[src/rtl/serial_rx_pkg.sv]
// Package: shared receiver state encoding.
// Assumes: nothing beyond IEEE 1800-2017.
package serial_rx_pkg;
    typedef enum logic [2:0] {
        RX_IDLE  = 3'd0,
        RX_START = 3'd1,
        RX_DATA  = 3'd2,
        RX_PAR   = 3'd3,
        RX_STOP  = 3'd4
    } rx_state_t;
endpackage

[src/rtl/serial_rx_sampler.sv]
// Module: serial_rx_sampler
// Synchronises the serial line and takes a three-sample majority vote
// centred on the middle tick of each bit.
// Assumes: OVERSAMPLE is a power of two, at least 8; phase comes from the framer.
module serial_rx_sampler #(
    parameter int OVERSAMPLE = 16,
    parameter int SYNC_STAGES = 2
) (
    input  logic                          clk,
    input  logic                          rst_n,
    input  logic                          tick,
    input  logic                          rxd_async,
    input  logic [$clog2(OVERSAMPLE)-1:0] phase,
    output logic                          rx_s,
    output logic                          bit_strobe,
    output logic                          bit_val
);
    localparam int PH_W = $clog2(OVERSAMPLE);
    localparam logic [PH_W-1:0] VOTE_A = PH_W'(OVERSAMPLE / 2 - 1);
    localparam logic [PH_W-1:0] VOTE_B = PH_W'(OVERSAMPLE / 2);
    localparam logic [PH_W-1:0] VOTE_C = PH_W'(OVERSAMPLE / 2 + 1);

    logic [SYNC_STAGES-1:0] sync_q;
    logic [1:0]             ones_q;
    logic [2:0]             vote_sum;

    // Purpose: move the asynchronous line into the clock domain, idle high.
    always_ff @(posedge clk) begin
        if (!rst_n) sync_q <= '1;
        else        sync_q <= {sync_q[SYNC_STAGES-2:0], rxd_async};
    end

    assign rx_s = sync_q[SYNC_STAGES-1];

    // Purpose: count the high samples at the first two voting ticks.
    always_ff @(posedge clk) begin
        if (!rst_n) begin
            ones_q <= 2'd0;
        end else if (tick) begin
            if (phase == VOTE_A)      ones_q <= {1'b0, rx_s};
            else if (phase == VOTE_B) ones_q <= ones_q + {1'b0, rx_s};
        end
    end

    assign vote_sum   = {1'b0, ones_q} + {2'b0, rx_s};
    assign bit_strobe = tick && (phase == VOTE_C);
    assign bit_val    = (vote_sum >= 3'd2);

    // the vote count never exceeds two before the third sample
    assert_vote_range_R2: assert property (@(posedge clk) disable iff (!rst_n)
        (tick && phase == VOTE_C) |-> (ones_q <= 2'd2));
endmodule

[src/rtl/serial_rx_framer.sv]
// Module: serial_rx_framer
// Frame state machine: detects the start edge, validates the start bit,
// shifts data in either order, accumulates parity and checks stop bits.
// Assumes: configuration is stable during a character; OVERSAMPLE is a power of two.
module serial_rx_framer
    import serial_rx_pkg::*;
#(
    parameter int OVERSAMPLE = 16,
    parameter int DATA_MAX   = 8
) (
    input  logic                          clk,
    input  logic                          rst_n,
    input  logic                          tick,
    input  logic                          rx_en,
    input  logic                          rx_s,
    input  logic                          bit_strobe,
    input  logic                          bit_val,
    input  logic                          cfg_len_max,
    input  logic                          cfg_msb_first,
    input  logic                          cfg_par_en,
    input  logic                          cfg_par_odd,
    input  logic                          cfg_two_stop,
    output logic [$clog2(OVERSAMPLE)-1:0] phase,
    output logic                          complete,
    output logic [DATA_MAX-1:0]           word,
    output logic                          perr_new,
    output logic                          ferr_new,
    output logic                          start_ok,
    output logic                          idle
);
    localparam int PH_W = $clog2(OVERSAMPLE);
    localparam int NB_W = $clog2(DATA_MAX + 1);
    localparam logic [PH_W-1:0] PH_LAST = PH_W'(OVERSAMPLE - 1);

    rx_state_t           state_q;
    logic [PH_W-1:0]     cnt_q;
    logic [NB_W-1:0]     nbit_q;
    logic                stop_q;
    logic [DATA_MAX-1:0] sh_q;
    logic                par_q;
    logic                perr_q;
    logic                ferr_q;
    logic                prev_q;

    logic            end_tick;
    logic            msb_eff;
    logic            stop_last;
    logic [NB_W-1:0] last_bit;

    assign end_tick  = tick && (cnt_q == PH_LAST);
    assign msb_eff   = cfg_msb_first && cfg_len_max;
    assign stop_last = cfg_two_stop ? stop_q : 1'b1;
    assign last_bit  = cfg_len_max ? NB_W'(DATA_MAX - 1) : NB_W'(DATA_MAX - 2);
    assign phase     = cnt_q;
    assign idle      = (state_q == RX_IDLE);
    assign start_ok  = rx_en && (state_q == RX_START) && bit_strobe && !bit_val;
    assign complete  = rx_en && (state_q == RX_STOP) && bit_strobe && stop_last;
    assign perr_new  = perr_q;
    assign ferr_new  = ferr_q | !bit_val;

    // Purpose: present the character, realigning a short LSB-first character.
    always_comb begin
        if (msb_eff || cfg_len_max) word = sh_q;
        else                        word = {1'b0, sh_q[DATA_MAX-1:1]};
    end

    // Purpose: sequence through the frame, one bit per OVERSAMPLE ticks.
    always_ff @(posedge clk) begin
        if (!rst_n) begin
            state_q <= RX_IDLE;
            cnt_q   <= '0;
            nbit_q  <= '0;
            stop_q  <= 1'b0;
            sh_q    <= '0;
            par_q   <= 1'b0;
            perr_q  <= 1'b0;
            ferr_q  <= 1'b0;
            prev_q  <= 1'b1;
        end else begin
            if (tick) prev_q <= rx_s;
            if (!rx_en) begin
                state_q <= RX_IDLE;
                cnt_q   <= '0;
            end else begin
                if (tick && state_q != RX_IDLE) cnt_q <= cnt_q + 1'b1;
                case (state_q)
                    RX_IDLE: begin
                        if (tick && prev_q && !rx_s) begin
                            state_q <= RX_START;
                            cnt_q   <= PH_W'(1);
                            nbit_q  <= '0;
                            stop_q  <= 1'b0;
                            par_q   <= 1'b0;
                            perr_q  <= 1'b0;
                            ferr_q  <= 1'b0;
                        end
                    end
                    RX_START: begin
                        if (bit_strobe && bit_val) begin
                            state_q <= RX_IDLE;
                            cnt_q   <= '0;
                        end else if (end_tick) begin
                            state_q <= RX_DATA;
                        end
                    end
                    RX_DATA: begin
                        if (bit_strobe) begin
                            par_q <= par_q ^ bit_val;
                            if (msb_eff) sh_q <= {sh_q[DATA_MAX-2:0], bit_val};
                            else         sh_q <= {bit_val, sh_q[DATA_MAX-1:1]};
                        end
                        if (end_tick) begin
                            if (nbit_q == last_bit)
                                state_q <= cfg_par_en ? RX_PAR : RX_STOP;
                            else
                                nbit_q <= nbit_q + 1'b1;
                        end
                    end
                    RX_PAR: begin
                        if (bit_strobe) perr_q <= ((par_q ^ bit_val) != cfg_par_odd);
                        if (end_tick)   state_q <= RX_STOP;
                    end
                    RX_STOP: begin
                        if (bit_strobe) begin
                            ferr_q <= ferr_q | !bit_val;
                            if (stop_last) begin
                                state_q <= RX_IDLE;
                                cnt_q   <= '0;
                            end
                        end else if (end_tick) begin
                            stop_q <= 1'b1;
                        end
                    end
                    default: begin
                        state_q <= RX_IDLE;
                        cnt_q   <= '0;
                    end
                endcase
            end
        end
    end

    // a disabled receiver is idle on the following cycle
    assert_disable_idles_R1: assert property (@(posedge clk) disable iff (!rst_n)
        !rx_en |=> (state_q == RX_IDLE));
    // a start bit voted high returns the receiver to idle
    assert_glitch_to_idle_R3: assert property (@(posedge clk) disable iff (!rst_n)
        (rx_en && state_q == RX_START && bit_strobe && bit_val) |=> (state_q == RX_IDLE));
    // completion is followed by idle
    assert_complete_then_idle_R6: assert property (@(posedge clk) disable iff (!rst_n)
        complete |=> (state_q == RX_IDLE));
endmodule

[src/rtl/serial_rx_holding.sv]
// Module: serial_rx_holding
// Holding register with complete, error and interrupt flags, plus the
// ready-to-send flow control output.
// Assumes: complete and start_ok are single-cycle pulses from the framer.
module serial_rx_holding #(
    parameter int DATA_MAX = 8
) (
    input  logic                clk,
    input  logic                rst_n,
    input  logic                rx_en,
    input  logic                complete,
    input  logic [DATA_MAX-1:0] word,
    input  logic                perr_new,
    input  logic                ferr_new,
    input  logic                start_ok,
    input  logic                idle,
    input  logic                cfg_rts_en,
    input  logic                buf_rd,
    input  logic                irq_ack,
    input  logic                irq_clr,
    output logic [DATA_MAX-1:0] rx_data,
    output logic                rx_done,
    output logic                irq_req,
    output logic                par_err,
    output logic                frm_err,
    output logic                ovr_err,
    output logic                rts
);
    logic busy_q;

    // Purpose: load the character and update complete/error flags.
    always_ff @(posedge clk) begin
        if (!rst_n) begin
            rx_data <= '0;
            rx_done <= 1'b0;
            par_err <= 1'b0;
            frm_err <= 1'b0;
            ovr_err <= 1'b0;
        end else if (complete) begin
            rx_data <= word;
            rx_done <= 1'b1;
            par_err <= (par_err && !buf_rd) | perr_new;
            frm_err <= (frm_err && !buf_rd) | ferr_new;
            ovr_err <= (ovr_err && !buf_rd) | (rx_done && !buf_rd);
        end else if (buf_rd) begin
            rx_done <= 1'b0;
            par_err <= 1'b0;
            frm_err <= 1'b0;
            ovr_err <= 1'b0;
        end
    end

    // Purpose: interrupt request, set on load, cleared by acknowledge or software.
    always_ff @(posedge clk) begin
        if (!rst_n)                  irq_req <= 1'b0;
        else if (complete)           irq_req <= 1'b1;
        else if (irq_ack || irq_clr) irq_req <= 1'b0;
    end

    // Purpose: track whether the receiver can accept another character.
    always_ff @(posedge clk) begin
        if (!rst_n)                     busy_q <= 1'b1;
        else if (start_ok || !rx_en)    busy_q <= 1'b1;
        else if (idle && !rx_done)      busy_q <= 1'b0;
    end

    assign rts = !cfg_rts_en || busy_q;

    // a completed character raises the complete flag
    assert_done_on_load_R6: assert property (@(posedge clk) disable iff (!rst_n)
        complete |=> rx_done);
    // the request follows every load
    assert_irq_on_load_R7: assert property (@(posedge clk) disable iff (!rst_n)
        complete |=> irq_req);
    // acknowledge or software clear drops the request
    assert_irq_clear_R7: assert property (@(posedge clk) disable iff (!rst_n)
        (!complete && (irq_ack || irq_clr)) |=> !irq_req);
    // a confirmed start bit makes the receiver report busy
    assert_rts_busy_R8: assert property (@(posedge clk) disable iff (!rst_n)
        start_ok |=> rts);
    // loading over an unread character flags overrun
    assert_overrun_R11: assert property (@(posedge clk) disable iff (!rst_n)
        (complete && rx_done && !buf_rd) |=> ovr_err);
    // a read with no load in the same cycle empties the holding register
    assert_read_clears_R12: assert property (@(posedge clk) disable iff (!rst_n)
        (buf_rd && !complete) |=> (!rx_done && !par_err && !frm_err && !ovr_err));
endmodule

[src/rtl/serial_rx_flow.sv]
// Module: serial_rx_flow (top)
// Asynchronous serial receiver with a 16x tick input, configurable framing,
// bit order, parity, holding register flags and ready-to-send output.
// Assumes: tick16 is a single-cycle pulse; configuration is stable per character.
module serial_rx_flow #(
    parameter int OVERSAMPLE = 16,
    parameter int DATA_MAX   = 8
) (
    input  logic                clk,
    input  logic                rst_n,
    input  logic                tick16,
    input  logic                rx_en,
    input  logic                rxd,
    input  logic                cfg_len8,
    input  logic                cfg_msb_first,
    input  logic                cfg_par_en,
    input  logic                cfg_par_odd,
    input  logic                cfg_two_stop,
    input  logic                cfg_rts_en,
    input  logic                buf_rd,
    input  logic                irq_ack,
    input  logic                irq_clr,
    output logic [DATA_MAX-1:0] rx_data,
    output logic                rx_done,
    output logic                irq_req,
    output logic                par_err,
    output logic                frm_err,
    output logic                ovr_err,
    output logic                rts
);
    localparam int PH_W = $clog2(OVERSAMPLE);

    logic                rx_s;
    logic                bit_strobe;
    logic                bit_val;
    logic [PH_W-1:0]     phase;
    logic                complete;
    logic [DATA_MAX-1:0] word;
    logic                perr_new;
    logic                ferr_new;
    logic                start_ok;
    logic                idle;

    serial_rx_sampler #(.OVERSAMPLE(OVERSAMPLE), .SYNC_STAGES(2)) u_sampler (
        .clk(clk), .rst_n(rst_n), .tick(tick16), .rxd_async(rxd), .phase(phase),
        .rx_s(rx_s), .bit_strobe(bit_strobe), .bit_val(bit_val)
    );

    serial_rx_framer #(.OVERSAMPLE(OVERSAMPLE), .DATA_MAX(DATA_MAX)) u_framer (
        .clk(clk), .rst_n(rst_n), .tick(tick16), .rx_en(rx_en), .rx_s(rx_s),
        .bit_strobe(bit_strobe), .bit_val(bit_val), .cfg_len_max(cfg_len8),
        .cfg_msb_first(cfg_msb_first), .cfg_par_en(cfg_par_en),
        .cfg_par_odd(cfg_par_odd), .cfg_two_stop(cfg_two_stop), .phase(phase),
        .complete(complete), .word(word), .perr_new(perr_new), .ferr_new(ferr_new),
        .start_ok(start_ok), .idle(idle)
    );

    serial_rx_holding #(.DATA_MAX(DATA_MAX)) u_holding (
        .clk(clk), .rst_n(rst_n), .rx_en(rx_en), .complete(complete), .word(word),
        .perr_new(perr_new), .ferr_new(ferr_new), .start_ok(start_ok), .idle(idle),
        .cfg_rts_en(cfg_rts_en), .buf_rd(buf_rd), .irq_ack(irq_ack), .irq_clr(irq_clr),
        .rx_data(rx_data), .rx_done(rx_done), .irq_req(irq_req), .par_err(par_err),
        .frm_err(frm_err), .ovr_err(ovr_err), .rts(rts)
    );
endmodule

[config.mk]
export PLATFORM = sky130hd
export DESIGN_NAME = serial_rx_flow
export DESIGN_NICKNAME = d
export VERILOG_FILES = /design/src/rtl/serial_rx_pkg.sv /design/src/rtl/serial_rx_sampler.sv /design/src/rtl/serial_rx_framer.sv /design/src/rtl/serial_rx_holding.sv /design/src/rtl/serial_rx_flow.sv
export SDC_FILE = /design/constraint.sdc
export NUM_CORES = 1
export LEC_CHECK = 0
export BUFFER_PORTS_ARGS = -buffer_cell sky130_fd_sc_hd__buf_2
export CAP_MARGIN = 20
export CORE_MARGIN = 3
export CORE_UTILIZATION = 55
export DETAILED_ROUTE_END_ITERATION = 8
export GPL_TIMING_DRIVEN = 0
export PLACE_DENSITY = 0.82
export SYNTH_ARGS = -nofsm -noshare
export SYNTH_HDL_FRONTEND = slang
export SYNTH_SLANG_ARGS = --single-unit
[constraint.sdc]
create_clock -name clk -period 2.4 [get_ports clk]
set_input_delay 0 -clock clk [delete_from_list [all_inputs] [get_ports clk]]
set_output_delay 0 -clock clk [all_outputs]
set_load 0.02 [all_outputs]
-- After elaboration in Yosys (flattened, before gate mapping)
Cells that the tools add are included.
- bits in registers: 42
- output and inout bits: 14
- magnitude comparators: 1
- add/subtract/negate cells: 4
- eq/ne operators: 22
- reductions and logical operators: 47
- multiplexer cells: 43
- bitwise logic cells: 6
- operators with widths (operator ; number):
    $mux 4 ; 8
    $mux 3 ; 9
    $logic_and 1x1->1 ; 18
    $mux 8 ; 2
    $ne 2x1->1 const B ; 8
    $pmux 4 s4 ; 1
    $mux 1 ; 15
    $pmux 3 s5 ; 1
    $eq 4x4->1 const B ; 3
    $reduce_and 4->1 ; 3
    $reduce_bool 2->1 ; 6
    $reduce_and 5->1 ; 2
    $add 4x1->4 const B ; 2
    $pmux 1 s2 ; 4
    $pmux 4 s2 ; 1
    $reduce_and 7->1 ; 1
    $eq 3x2->1 const B ; 2
    $logic_not 1->1 ; 6
    $ne 2x2->1 const B ; 3
    $eq 4x3->1 const B ; 1
    $eq 4x4->1 ; 1
    $logic_or 1x1->1 ; 4
    $mux 2 ; 2
    $or 1x1->1 ; 4
    14 further kinds ; 16

-- Longest topological paths before layout
- depth after elaboration: 6
- mapped depth: 7

-- Hierarchy
From an unflattened synthesis, not the netlist that was laid out.
- cells, all modules: 264
- area, all modules: 2343.5 sq um
- modules (own cells, without submodules) (module ; sequential area each (sq um) ; area an instance (sq um) ; instances ; cells each):
    serial_rx_framer ; 480.5 ; 1512.7 ; 1 ; 186
    serial_rx_holding ; 280.3 ; 555.5 ; 1 ; 49
    serial_rx_sampler ; 80.1 ; 275.3 ; 1 ; 29

-- Least setup slack after synthesis
Ideal clock, no wire load.
- kind: register to register
- from: register u_sampler.sync_q[1]
- to: register u_framer.state_q[1]
- setup slack: 714 ps
- library setup time: 115 ps
- arrival time: 1571 ps
- data required time: 2285 ps
- cell stages (with the launch flop): 8
- cells stage by stage: dfxtp_1 -> ha_1 -> inv_1 -> ha_1 -> clkbuf_1 -> o311ai_1 -> o311ai_0 -> o21ba_1
- word-level cells in the longest chain between the ends: 5
- elaborated cells on any way between the ends: 10
- those cells by class: 1 x add/sub; 1 x order compare; 2 x eq/ne; 2 x mux; 4 x reduce/logical
- RTL lines (what ; line ; RTL):
    start: declaration ; serial_rx_sampler.sv:23 ; logic [SYNC_STAGES-1:0] sync_q;
    start signal: assignment ; serial_rx_sampler.sv:30 ; else sync_q <= {sync_q[SYNC_STAGES-2:0], rxd_async};
    $add 2x1->3 ; serial_rx_sampler.sv:45 ; assign vote_sum = {1'b0, ones_q} + {2'b0, rx_s};
    $ge 3x2->1 ; serial_rx_sampler.sv:47 ; assign bit_val = (vote_sum >= 3'd2);
    $logic_and 1x1->1 ; serial_rx_framer.sv:99 ; if (bit_strobe && bit_val) begin
    $ne 3x2->1 (no line) / $mux 3 (equally long branches) ; n/a ;
    $reduce_and 7->1 (no line) / $pmux 3 s5 (equally long branches) ; n/a ;
    end signal: assignment ; serial_rx_framer.sv:114 ; state_q <= cfg_par_en ? RX_PAR : RX_STOP;
    end: declaration ; serial_rx_framer.sv:35 ; rx_state_t state_q;
Several ways; a longest one is shown, not always the timed one.
A chain may end at the register's enable or synchronous reset.

-- Worst setup path after layout
Same ends and word-level chain as after synthesis.

==> flow_summary.yaml <==
clock_network:
  cts_root_buf: "clkbuf_8"
  cts_buffer_depth: 2
  htree_levels: 2
  cts_sinks: 42
  cts_setup_buffers: 0
  worstSkewPairLatency_ns: 0.30
  cts_tree: "done"
  clk_pin_slew_ns: 0.08
  cts-buffers-inserted: 5
power_and_ir_drop:
  worst_ir_drop_vdd_uv: 306
  powerDensity_nw_per_um2: 492
  leakagePower_nw: 0.979
synthesis:
  synth_common_cells: "dfxtp_1 (42), nor2_1 (28), nand2_1 (23)"
  synth_seq_area_share_pct: 37.5
  syn_nets: 276
  synth_cell_types: 60
  synth_flop_cell: "dfxtp_1"
  synth_edf_count: 0
  synth_top_area_share_pct: 37.5
  synth_area_um2: 2240
  yosysWarningCount: 0
  ys_top_cells_by_area: "dfxtp_1 (37%), mux2i_1 (6.7%), nor2_1 (4.7%)"
  synthArstFlopShare_pct: 0
  yosysMostFrequentCell: "dfxtp_1"
  synthCells: 256
  avgSynthCellArea_um2: 8.77
  synth_area_leader_cell: "dfxtp_1"
  synth-seq-cells: 42
sta:
  slew_headroom_pct: 57.9
  rsz0062_at_grt: "false"
  finalSetupViolCount: 0
  fin_crit_sh_pct: 85.6
  worst_pin_slew_ns: 0.626
  max_freq_ghz: 0.487
  drv_slew: 0
  setup_tns_ns: 0
  hold_viol_final: 0
  skew_ns: 0.00196
  post-route-min-period_ns: 2.05
worst_hold_path:
  hold_end: "u_holding.irq_req$_SDFFE_PN0P_"
  holdPathStages: 4
  worstHoldStart: "irq_ack"
  hold_class: "primary input to flip-flop"
grt:
  overflow: 0
  grt_usage_pct: 22.1
  grt_pass1_vias: 1838
  grt_pass1_wl_mm: 8.85
  antenna_found_initial: 0
  grt_max_degree: 15
critical_path:
  r2r_start: "u_sampler.sync_q[1]$_SDFF_PN1_"
  critPathCaptureType: "flip-flop"
  worst_path_most_repeated_cell: "ha_1"
  arrival_ns: 2.25
  path_cells: "ha_1 -> inv_1 -> ha_1 -> clkbuf_1 -> o311ai_1 -> o311ai_0 -> o21ba_1"
  rr_endpoint: "u_framer.state_q[1]$_SDFFE_PN0P_"
  r2r_cells: 7
  r2r_slack_ns: 0.35
  cp.required_ns: 2.60
  crit_slowest_cell: "dfxtp_1"
  slowest_delay_ns: 0.43
  crit_fanout: 10
  start_kind: "flip-flop"
  crit_type: "flip-flop to flip-flop"
floorplanning:
  io-pin-count: 28
  die_h_um: 69.9
  die_x_um: 69.9
  rows: 22
  core_area_um2: 3800
  initial_utilization_pct: 59.1
  die_area_um2: 4880
final_layout:
  final_cell_area_um2: 2550
  antenna_cells: 0
  multi_input_area_um2: 1270
  areaGrowthSynthToFinish_pct: 13.5
  fill_cells: 330
  final_net_count: 310
  seq_area_um2: 841
  drive_gt1_share_pct: 17.2
route:
  vias: 2013
  final_antenna_net_count: 0
  drt-initial-drc-count: 168
  drc_errors: 0
  post_drt_wl_per_cell_um: 15.2
  finalWirelength_mm: 5.17
  vias_per_cell: 5.94
  first_pass_iters: 4
outcome:
  status: "complete, no violations"
place:
  place.gp.congestion: 0.894
  hpwl_mm: 3.71
  portBuffers: 23
  place_area_um2: 2420
job:
  maxCapViolCount: 0
==> critical path, delay by kind of cell (launching register included) <==
kind	cells	cell delay (ns)
compound gates	3	0.84
fa+ha+maj	2	0.41
buf+inv	2	0.28
flops	1	0.43
==> kinds of logic after synthesis <==
family,Yosys count,synth area share (%)
adder cells (fa/ha/maj),6,3.34
multiplexers,16,7.19
XOR/XNOR,5,2.56
flip-flops,42,37.5
AO/OA/AOI/OAI,57,19.6
AND/OR/NAND/NOR,101,23.7
buffers and inverters,29,6.13
==> state kept, by name, summed over array words and instances (netlist names), 2 cells and up <==
register,count
u_framer.sh_q,8
u_sampler.ones_q,2
u_framer.phase,4
u_framer.state_q,3
u_holding.rx_data,8
u_framer.nbit_q,4
u_sampler.sync_q,2
==> metal layers <==
layer | GRT usage [%] | up-vias | part of all wire, %
li1 | - | 1002 | -
met2 | 33.3 | 67 | 47
met1 | 31.7 | 936 | 46
met5 | 0 | - | 0
met4 | 7.02 | 0 | 1.3
met3 | 4.46 | 8 | 6.4
==> layout by cell type (no fill, tap or decap), types with 2 or more instances in the layout <==
master          n
and4_1          2
or3_1           2
and3b_1         2
a21oi_1        10
nor4_1          2
nand3b_1        4
mux2i_1        15
nor3b_1         2
nor3_1          5
nand3_1        13
dfxtp_1        42
clkbuf_8        5
nand4_1         3
nand2_1        23
inv_1          11
clkbuf_1        8
a311oi_1        4
ha_1            6
o2111ai_1       2
nand2b_1        5
a2111oi_2       2
a311oi_2        2
o21ai_0         6
buf_2          28
buf_6           3
dlygate4sd3_1   4
xnor2_1         4
nor2_1         28
a31oi_1         4
clkinv_2        2
a31o_2          2
a211oi_1        8
==> worst max-delay path by stage <==
| stage | from | end | slack (ns) | depth (start not counted) |
|---|---|---|---|---|
| 2_1_floorplan | u_sampler.sync_q[1]$_SDFF_PN1_ | u_framer.state_q[1]$_SDFFE_PN0P_ | 0.71 | 7 |
| 3_3_place_gp | u_sampler.sync_q[1]$_SDFF_PN1_ | u_framer.state_q[1]$_SDFFE_PN0P_ | 0.41 | 7 |
| 3_5_place_dp | u_sampler.sync_q[1]$_SDFF_PN1_ | u_framer.state_q[1]$_SDFFE_PN0P_ | 0.39 | 7 |
| 4_1_cts | u_sampler.sync_q[1]$_SDFF_PN1_ | u_framer.state_q[1]$_SDFFE_PN0P_ | 0.37 | 7 |
| 5_1_grt | u_sampler.sync_q[1]$_SDFF_PN1_ | u_framer.state_q[1]$_SDFFE_PN0P_ | 0.23 | 7 |
| 6_report | u_sampler.sync_q[1]$_SDFF_PN1_ | u_framer.state_q[1]$_SDFFE_PN0P_ | 0.35 | 7 |
==> metrics by stage <==
step	worst slack, ns	std cells	hold slack (ns)	utilization (%)	total power [mW]
after floorplan	0.714	256	0.0793	-	0.776
after global placement	0.412	327	0.182	63.7	0.802
after detailed placement	0.393	327	0.189	63.7	0.804
after CTS	0.373	339	0.0173	67.1	1.26
after global routing	0.225	339	0.0256	67.1	1.30
final	0.347	339	0.0249	67.1	1.25
==> what timing repair did <==
action,4_1_cts,5_1_grt
endpoints found under the hold margin,5,0
hold buffers,4,0
resized for setup,0,0
==> final cells by class <==
class	count	area share (%)
multi-input combinational	185	49.7
clock inverter	3	0.737
buffer	17	3.63
clock buffer	5	2.70
timing repair buffer	27	6.09
tap	48	2.36
inverter	12	1.77
sequential	42	33.0
==> report_power, final <==
group / total (mW) / switching [mW] / internal (mW) / leakage, nW
Combinational: 0.0907 / 0.0574 / 0.0333 / 0.592
Clock: 0.459 / 0.254 / 0.205 / 0.0483
Sequential: 0.703 / 0.00283 / 0.700 / 0.339
No activity file was read; power rests on OpenSTA's default activity.
